## config.mk

```make
export PLATFORM = sky130hd
export DESIGN_NAME = ibuf_port
export DESIGN_NICKNAME = d
export VERILOG_FILES = /design/src/rtl/ibuf_pkg.sv /design/src/rtl/ibuf_ptr.sv /design/src/rtl/ibuf_mem.sv /design/src/rtl/ibuf_port.sv
export SDC_FILE = /design/constraint.sdc
export NUM_CORES = 1
export LEC_CHECK = 0
export BUFFER_PORTS_ARGS = -buffer_cell sky130_fd_sc_hd__buf_2
export CAP_MARGIN = 30
export CORE_MARGIN = 4
export CORE_UTILIZATION = 50
export CTS_BUF_LIST = sky130_fd_sc_hd__clkbuf_8
export CTS_CLUSTER_DIAMETER = 40
export DETAILED_ROUTE_END_ITERATION = 8
export GPL_ROUTABILITY_DRIVEN = 0
export GPL_TIMING_DRIVEN = 0
export PLACE_DENSITY_LB_ADDON = 0.2
export SLEW_MARGIN = 0
export SYNTH_ARGS = -nofsm -noshare
export SYNTH_HDL_FRONTEND = slang
export SYNTH_SLANG_ARGS = --single-unit
```

## constraint.sdc

```tcl
create_clock -name clk -period 3.4 [get_ports clk]
set_input_delay 0.68 -clock clk [delete_from_list [all_inputs] [get_ports clk]]
set_output_delay 0.68 -clock clk [all_outputs]
set_load 0.01 [all_outputs]
```

## src/rtl/ibuf_pkg.sv

```systemverilog
package ibuf_pkg;
  localparam int DEF_DEPTH  = 64;
  localparam int DEF_DATA_W = 8;

  // Next pointer value with wrap at the end of the store.
  function automatic int ptr_advance(input int depth, input int cur);
    return (cur >= depth - 1) ? 0 : cur + 1;
  endfunction

  // Kind of host data access seen in one cycle.
  typedef enum logic [1:0] {
    ACC_NONE  = 2'b00,
    ACC_READ  = 2'b01,
    ACC_WRITE = 2'b10,
    ACC_BOTH  = 2'b11
  } acc_kind_e;
endpackage

```

## src/rtl/ibuf_ptr.sv

```systemverilog
module ibuf_ptr #(
  parameter int DEPTH = ibuf_pkg::DEF_DEPTH,
  localparam int PTR_W = $clog2(DEPTH)
) (
  input  logic             clk,
  input  logic             rst_n,
  input  logic             load_en,
  input  logic [PTR_W-1:0] load_val,
  input  logic             step_en,
  output logic [PTR_W-1:0] ptr_q,
  output logic             wrap_evt
);
  localparam logic [PTR_W-1:0] LAST = PTR_W'(DEPTH - 1);

  logic [PTR_W-1:0] ptr_next;

  assign ptr_next = PTR_W'(ibuf_pkg::ptr_advance(DEPTH, int'(ptr_q)));
  assign wrap_evt = step_en && !load_en && (ptr_q == LAST);

  always_ff @(posedge clk or negedge rst_n) begin
    if (!rst_n)       ptr_q <= '0;
    else if (load_en) ptr_q <= load_val;
    else if (step_en) ptr_q <= ptr_next;
  end

  AST_PTR_LOAD: assert property (@(posedge clk) disable iff (!rst_n)
    load_en |=> ptr_q == $past(load_val));
  AST_PTR_WRAP: assert property (@(posedge clk) disable iff (!rst_n)
    wrap_evt |=> ptr_q == '0);
  AST_PTR_HOLD: assert property (@(posedge clk) disable iff (!rst_n)
    (!load_en && !step_en) |=> $stable(ptr_q));
endmodule

```

## src/rtl/ibuf_mem.sv

```systemverilog
module ibuf_mem #(
  parameter int DEPTH  = ibuf_pkg::DEF_DEPTH,
  parameter int DATA_W = ibuf_pkg::DEF_DATA_W,
  localparam int PTR_W = $clog2(DEPTH)
) (
  input  logic              clk,
  input  logic              rst_n,
  input  logic              wr_en,
  input  logic [PTR_W-1:0]  wr_addr,
  input  logic [DATA_W-1:0] wr_data,
  input  logic [PTR_W-1:0]  rd_a_addr,
  output logic [DATA_W-1:0] rd_a_data,
  input  logic [PTR_W-1:0]  rd_b_addr,
  output logic [DATA_W-1:0] rd_b_data
);
  logic [DATA_W-1:0] store [DEPTH];

  always_ff @(posedge clk or negedge rst_n) begin
    if (!rst_n) begin
      for (int i = 0; i < DEPTH; i++) store[i] <= '0;
    end else if (wr_en) begin
      store[wr_addr] <= wr_data;
    end
  end

  assign rd_a_data = store[rd_a_addr];
  assign rd_b_data = store[rd_b_addr];

  AST_WR_LANDS: assert property (@(posedge clk) disable iff (!rst_n)
    wr_en |=> store[$past(wr_addr)] == $past(wr_data));
endmodule

```

## src/rtl/ibuf_port.sv

```systemverilog
module ibuf_port #(
  parameter int DEPTH  = ibuf_pkg::DEF_DEPTH,
  parameter int DATA_W = ibuf_pkg::DEF_DATA_W,
  localparam int PTR_W = $clog2(DEPTH)
) (
  input  logic              clk,
  input  logic              rst_n,
  input  logic              host_ptr_wr,
  input  logic [PTR_W-1:0]  host_ptr_wdata,
  output logic [PTR_W-1:0]  host_ptr_rdata,
  input  logic              host_data_wr,
  input  logic [DATA_W-1:0] host_data_wdata,
  input  logic              host_data_rd,
  output logic [DATA_W-1:0] host_data_rdata,
  input  logic [PTR_W-1:0]  seq_idx,
  output logic [DATA_W-1:0] seq_instr
);
  ibuf_pkg::acc_kind_e acc_kind;
  logic                access_evt;
  logic                step_evt;
  logic                wrap_evt;
  logic [PTR_W-1:0]    ptr_q;

  assign acc_kind   = ibuf_pkg::acc_kind_e'({host_data_wr, host_data_rd});
  assign access_evt = (acc_kind != ibuf_pkg::ACC_NONE);
  assign step_evt   = access_evt && !host_ptr_wr;

  ibuf_ptr #(.DEPTH(DEPTH)) u_ptr (
    .clk      (clk),
    .rst_n    (rst_n),
    .load_en  (host_ptr_wr),
    .load_val (host_ptr_wdata),
    .step_en  (access_evt),
    .ptr_q    (ptr_q),
    .wrap_evt (wrap_evt)
  );

  ibuf_mem #(.DEPTH(DEPTH), .DATA_W(DATA_W)) u_mem (
    .clk       (clk),
    .rst_n     (rst_n),
    .wr_en     (host_data_wr),
    .wr_addr   (ptr_q),
    .wr_data   (host_data_wdata),
    .rd_a_addr (ptr_q),
    .rd_a_data (host_data_rdata),
    .rd_b_addr (seq_idx),
    .rd_b_data (seq_instr)
  );

  assign host_ptr_rdata = ptr_q;

  AST_ONE_STEP: assert property (@(posedge clk) disable iff (!rst_n)
    (step_evt && !wrap_evt) |=> host_ptr_rdata == $past(host_ptr_rdata) + 1'b1);
  AST_BOTH_ONCE: assert property (@(posedge clk) disable iff (!rst_n)
    (acc_kind == ibuf_pkg::ACC_BOTH && step_evt && !wrap_evt)
      |=> host_ptr_rdata == $past(host_ptr_rdata) + 1'b1);
  AST_SEQ_OLD: assert property (@(posedge clk) disable iff (!rst_n)
    (host_data_wr && seq_idx == host_ptr_rdata && $stable(seq_idx))
      |=> seq_instr == $past(host_data_wdata));
endmodule

```

==> results of run 1 <==
==> state kept, by name (all words and copies together) (netlist names) <==
signal / count
u_mem.store: 512
u_ptr.ptr_q: 6
==> per-layer routing <==
layer  GRT usage  part of all wire  vias up
li1            -                 -     8330
met5      0.0261            0.0021        -
met3       0.193              0.16      654
met1       0.486              0.35    11600
met4       0.296             0.093       12
met2       0.549              0.40     2172
==> metrics by stage <==
| step | hold WS (ns) | instances | utilization | setup slack, ns |
|---|---|---|---|---|
| 6_report | 0.0200 | 3076 | 0.612 | -0.967 |
| 5_1_grt | 0.0669 | 3076 | 0.612 | -0.919 |
| 4_1_cts | 0.0288 | 3046 | 0.602 | -0.697 |
| 3_5_place_dp | 0.512 | 2835 | 0.532 | -1.34 |
| 3_3_place_gp | 0.498 | 2826 | 0.529 | -8.82 |
| 2_1_floorplan | 0.384 | 2044 | - | 0.334 |
==> cell families after synthesis <==
logic type,Yosys count
mux,834
flops,518
compound gates,267
simple gates,240
buf+inv,182
xor+xnor,2
fa+ha+maj,1
==> layout by cell type, fill, tap and decap left out, types with 12 or more instances in the layout <==
master	Yosys	layout
nor2_1	26	19
buf_8	0	31
nand3_1	33	26
inv_1	1	25
o22ai_1	28	25
mux2_2	543	542
clkinv_2	0	16
a21oi_1	31	22
buf_2	62	33
buf_12	0	30
nand2_1	58	56
buf_6	4	29
nand2_2	10	12
buf_1	16	12
buf_4	14	65
o21ai_0	30	13
mux4_2	164	164
a221o_1	20	20
clkbuf_1	83	56
buf_16	0	12
clkbuf_8	0	129
dfrtp_1	518	515
mux2i_1	118	103
a221oi_1	27	17
nor2_2	35	39
a22oi_1	58	47
==> worst paths after layout <==
kind,start,end
setup reg to reg,u_ptr.ptr_q[1]$_DFFE_PN0P_,u_mem.store[472]$_DFFE_PN0P_
hold / removal,rst_n,u_mem.store[444]$_DFFE_PN0P_
setup / recovery,u_ptr.ptr_q[3]$_DFFE_PN0P_,host_data_rdata[0]
min in group clk,host_ptr_wdata[5],u_ptr.ptr_q[5]$_DFFE_PN0P_
hold reg to reg,u_mem.store[407]$_DFFE_PN0P_,u_mem.store[407]$_DFFE_PN0P_
max in group asynchronous,rst_n,u_mem.store[200]$_DFFE_PN0P_
==> where the power goes <==
part           internal (uW)  total, uW  switching [uW]
logic                   3820       7560            3730
registers               7910       9390            1490
clock network           3720       6590            2870
==> timing repair <==
action	4_1_cts	5_1_grt
endpoints found under the hold margin	0	0
buffers inserted	41	32
setup endpoints to repair	39	16
pin swaps	30	34
resized for setup	376	90
hold buffers	0	0
==> final cells by class <==
type	count	area, um^2	area share
Multi-Input combinational cell	1344	15100	0.445
Sequential cell	518	13000	0.382
Clock inverter	50	385	0.0114
Clock buffer	124	1710	0.0503
Timing Repair Buffer	116	1100	0.0323
Inverter	3	42.5	0.00125
Buffer	173	1710	0.0505
Tap cell	748	936	0.0276
==> reports/metrics.yaml, run 1 <==
clock_tree:
  cts_buffer_depth: 3
  clock-root-buffer: "clkbuf_8"
  numClockSinks: 518
  cts_buffers: 96
  h-tree-depth: 3
  clock_latency_ns: 0.74
  path_clk_slew_ns: 0.06
  cts_tree: "built"
drt:
  drtIter0Drc: 3642
  viasPerCell: 7.39
  ant_nets: 0
  routedWlPerCell_um: 39.9
  route.detailed.drc: 0
  firstDrtPassIters: 8
  routed_wl_mm: 123
  vias: 22700
synthesis:
  async_flop_share: 1.00
  synth-compound-area-share: 0.0691
  synth_flop_cell: "dfrtp_1"
  syn-num-nets: 2070
  synth_top_family_by_area: "multiplexers"
  synth_cells: 2044
  yosysSeqAreaShare: 0.460
  synth_most_common_cell: "mux2_2"
  yosys.area.top_type: "dfrtp_1"
  ys.warnings.count: 0
  yosysTopAreaCellShare: 0.460
  synth_xor_area_frac: 0.000622
  ys_seq_elements: 518
  ys_top_cells_by_area: "dfrtp_1 46%, mux2_2 22%, mux4_2 13%, mux2i_1 4.2%, a22oi_1 1.5%"
  yosys-mux-area-fraction: 0.394
  ys_top_cells_by_count: "543 x mux2_2, 518 x dfrtp_1, 164 x mux4_2"
  avgSynthCellArea_um2: 13.8
  synth_edf_count: 0
  yosysUniqueCellTypes: 70
  synth-adder-area-share: 0.000444
  syn_area_mm2: 0.0282
  synthSimpleGateAreaFrac: 0.0465
worst_setup_path:
  critPathCaptureType: "primary output"
  worst_path_largest_cell_delay_ns: 0.61
  cp.arrival_ns: 3.69
  critPathMostFrequentCell: "clkbuf_2"
  cp_max_fo: 10
  critical_path.startpoint_type: "flop"
  critical_path_required_ns: 2.72
  crit_chain: "clkbuf_2, clkbuf_2, nor3_2, a221oi_4, o22ai_4, a2111oi_4, o211ai_1, buf_2"
  ff2ff_path_depth: 9
  critPathKind: "flop to primary output"
  crit_buf_inv: 3
  crit_family: "compound AO/OA/AOI/OAI gates"
  ff2ff_setup_slack_ns: 0.03
  crit_cells: 8
  cpMaxStageDelayCell: "a2111oi_4"
floorplanning:
  initial_core_util: 0.509
  die_h_um: 245
  dieWidth_um: 245
  die-area_mm2: 0.0602
  io_pins: 47
  rows: 86
  core_area_mm2: 0.0554
timing:
  finalSetupViolations: 15
  fin_tns_setup_ns: -6.30
  rsz0062_at_grt: "true"
  slew_headroom: 0.259
  worst_pin_slew_ns: 1.11
  fin_crit_sh: 1.28
  period_minus_slack_ns: 4.37
  setup_ws_ns: -0.967
  fmax_ghz: 0.229
  drv_slew: 0
  finalClockSkew_ns: 0.0682
  hold_violations: 0
global_route:
  grt_use_total: 0.400
  grt_pass1_wl_mm: 170
  antenna_found_initial: 6
  grt_pass1_vias: 22800
  grt_overflow: 0
  grt_max_degree: 124
cells_and_area:
  drive_above_1_share: 0.535
  design_area_mm2: 0.0339
  n_antenna_cell: 0
  final_nets: 2278
  area_growth_pct: 20.4
  nFillCells: 4241
outcome:
  violations: "negative setup slack"
  status: "finished, violations left"
pwr:
  p_per_area_mw_per_mm2: 694
  power_uw: 23500
  ir_drop_mv: 0.333
  total_leakage_power_uw: 0.0151
placement:
  io_buffers: 34
  dp_hpwl_mm: 81.5
  placed_cell_area_mm2: 0.0295
run:
  drv_cap: 0
hold_path:
  hold_class: "input pin to async pin"
Power figures use the tool's default switching activity.
==> inputs of run 2 (changes only) <==
--- a/config.mk
+++ b/config.mk
@@ -6,7 +6,6 @@
 export NUM_CORES = 1
 export LEC_CHECK = 0
 export BUFFER_PORTS_ARGS = -buffer_cell sky130_fd_sc_hd__buf_2
-export CAP_MARGIN = 30
 export CORE_MARGIN = 4
 export CORE_UTILIZATION = 50
 export CTS_BUF_LIST = sky130_fd_sc_hd__clkbuf_8
@@ -15,6 +14,7 @@
 export GPL_ROUTABILITY_DRIVEN = 0
 export GPL_TIMING_DRIVEN = 0
 export PLACE_DENSITY_LB_ADDON = 0.2
+export REMOVE_ABC_BUFFERS = 1
 export SLEW_MARGIN = 0
 export SYNTH_ARGS = -nofsm -noshare
 export SYNTH_HDL_FRONTEND = slang
==> reports/metrics.yaml, run 2 (synthesis results as in run 1) <==
outcome:
  status: "finished, violations left"
  violations: "negative hold slack, negative setup slack"
global_route:
  antenna_found_initial: 3  # -3
  grt_overflow: 0  # unchanged
  grt_use_total: 0.341  # -0.0597
  grt_pass1_wl_mm: 149  # -12%
  grt_pass1_vias: 20900  # -8.3%
  grt_max_degree: 119  # -4.0%
drt:
  viasPerCell: 6.98  # -5.6%
  routed_wl_mm: 104  # -15%
  firstDrtPassIters: 9  # +1
  route.detailed.drc: 0  # unchanged
  vias: 20900  # -8.2%
  drtIter0Drc: 2853  # -22%
  routedWlPerCell_um: 34.7  # -13%
  ant_nets: 0  # unchanged
clock_tree:
  numClockSinks: 518  # unchanged
  h-tree-depth: 3  # unchanged
  cts_tree: "built"
  clock_latency_ns: 0.73  # about the same
  cts_buffers: 97  # +1.0%
  path_clk_slew_ns: 0.07  # about the same
  cts_buffer_depth: 3  # unchanged
  cts_hold_buf: 0  # unchanged
  clock-root-buffer: "clkbuf_8"
placement:
  post-place-ws_ns: -1.44  # -0.0995 ns
  io_buffers: 46  # +35%
  dp_hpwl_mm: 57.6  # -29%
  placed_cells: 2675  # -5.6%
worst_setup_path:
  critical_path_required_ns: 2.72  # about the same
  critPathCaptureType: "primary output"
  critPathKind: "flop to primary output"
  cp_max_fo: 4  # -6
  cp.arrival_ns: 3.37  # -0.32 ns
  critical_path.startpoint_type: "flop"
timing:
  setup_ws_ns: -0.653  # +0.314 ns
  hold_ws_ns: -0.0130  # -0.0330 ns
  worst_pin_slew_ns: 1.40  # +0.291 ns
  finalSetupViolations: 13  # -2
  fmax_ghz: 0.247  # +7.7%
  rsz0062_at_grt: "true"
  slew_headroom: 0.0662  # -0.192
  drv_slew: 0  # unchanged
  finalClockSkew_ns: 0.0403  # -0.0279 ns
  hold_violations: 2  # +2
  period_minus_slack_ns: 4.05  # -0.314 ns
  fin_crit_sh: 1.19  # -0.0923
cells_and_area:
  largest_reg_flops: 512  # unchanged
  largest_register: "u_mem.store"
  final_nets: 2187  # -4.0%
  area_growth_pct: 20.6
  drive_above_1_share: 0.554  # +0.0185
  final_common_cell: "mux2_2"
  largestRegisters: "u_mem.store x512, u_ptr.ptr_q x6"
  nFillCells: 4160  # -1.9%
  stdcell_count: 2991  # -2.8%
  layout_common_cells: "539 x mux2_2, 512 x dfrtp_1, 164 x mux4_2"
run:
  drv_cap: 0  # unchanged
pwr:
  ir_drop_mv: 0.478  # +44%
  total_leakage_power_uw: 0.0151  # +0.47%
  power_uw: 22900  # -2.6%
  p_per_area_mw_per_mm2: 674  # -2.8%
floorplanning:
  dieWidth_um: 245  # unchanged
  initial_core_util: 0.509  # unchanged
  die-area_mm2: 0.0602  # unchanged
  core_area_mm2: 0.0554  # unchanged
  io_pins: 47  # unchanged
  die_h_um: 245  # unchanged
  rows: 86  # unchanged
hold_path:
  hold_class: "input pin to async pin"
-- run 2: cell types whose count changed in the layout (fill, tap and decap cells not counted), sizes merged --
cell,before,now
and2,6,8
bufbuf,0,12
clkinvlp,2,4
clkbuf,201,124
nor2b,11,12
diode,0,2
inv,26,35
buf,212,180
clkinv,19,15
-- run 2: power by group --
part	internal [uW]	switching, uW	leakage (uW)
sequential	7910	1400	0.00688
clock	3700	2840	0.00119
combinational	3800	3270	0.00707
total	15400	7510	0.0151
-- run 2: final cells by class --
| type | instances | area [um^2] | share of cell area |
|---|---|---|---|
| Clock buffer | 122 | 1680 | 0.0494 |
| Inverter | 3 | 31.3 | 0.000920 |
| Clock inverter | 57 | 429 | 0.0126 |
| Tap cell | 748 | 936 | 0.0275 |
| Timing Repair Buffer | 194 | 2680 | 0.0787 |
| Antenna cell | 2 | 5.00 | 0.000147 |
| Multi-Input combinational cell | 1347 | 15300 | 0.449 |
| Sequential cell | 518 | 13000 | 0.382 |
-- run 2: path summary, 6_finish.rpt --
kind	startpoint	end	slack, ns	depth (start not counted)
min in group clk	host_ptr_wdata[2]	u_ptr.ptr_q[2]$_DFFE_PN0P_	0.23	3
max reg2reg	u_ptr.ptr_q[2]$_DFFE_PN0P_	u_mem.store[51]$_DFFE_PN0P_	-0.01	7
min	rst_n	u_mem.store[84]$_DFFE_PN0P_	-0.01	1
min reg2reg	u_mem.store[414]$_DFFE_PN0P_	u_mem.store[414]$_DFFE_PN0P_	0.52	1
max	u_ptr.ptr_q[2]$_DFFE_PN0P_	host_data_rdata[4]	-0.65	9
max in group asynchronous	rst_n	u_mem.store[465]$_DFFE_PN0P_	1.72	3
-- run 2: routing by layer --
metal / GRT usage / part of all wire / vias up
li1: - / - / 8190
met1: 0.457 / 0.38 / 10900
met2: 0.488 / 0.43 / 1402
met5: 0 / 0.00012 / -
met3: 0.123 / 0.12 / 368
met4: 0.179 / 0.065 / 2
-- run 2: repair_timing --
item	in CTS	in global routing
setup buffers	84	26
resized for setup	187	47
gates cloned	24	3
setup endpoints to repair	393	33
pin swaps	51	27
-- run 2: through the flow --
step,cell area (um^2),utilization,hold WS [ns],TNS [ns]
6_report,34000,0.613,-0.0130,-4.72
4_1_cts,33500,0.604,0.00483,-4.29
2_1_floorplan,27400,-,0.384,-1210.59
3_5_place_dp,29000,0.524,0.510,-130.33
3_3_place_gp,28500,0.515,0.494,-7812.09
5_1_grt,34000,0.613,0.0552,-4.80
-- run 2: critical path, cell delays in order (launching register included) --
cell and delay (ns):
dfrtp_4 0.54, buf_12 0.16, buf_12 0.14, bufbuf_16 0.27, buf_6 0.11, mux4_2 0.36, a221oi_2 0.29, o22ai_1 0.13
or4_4 0.49, buf_6 0.15
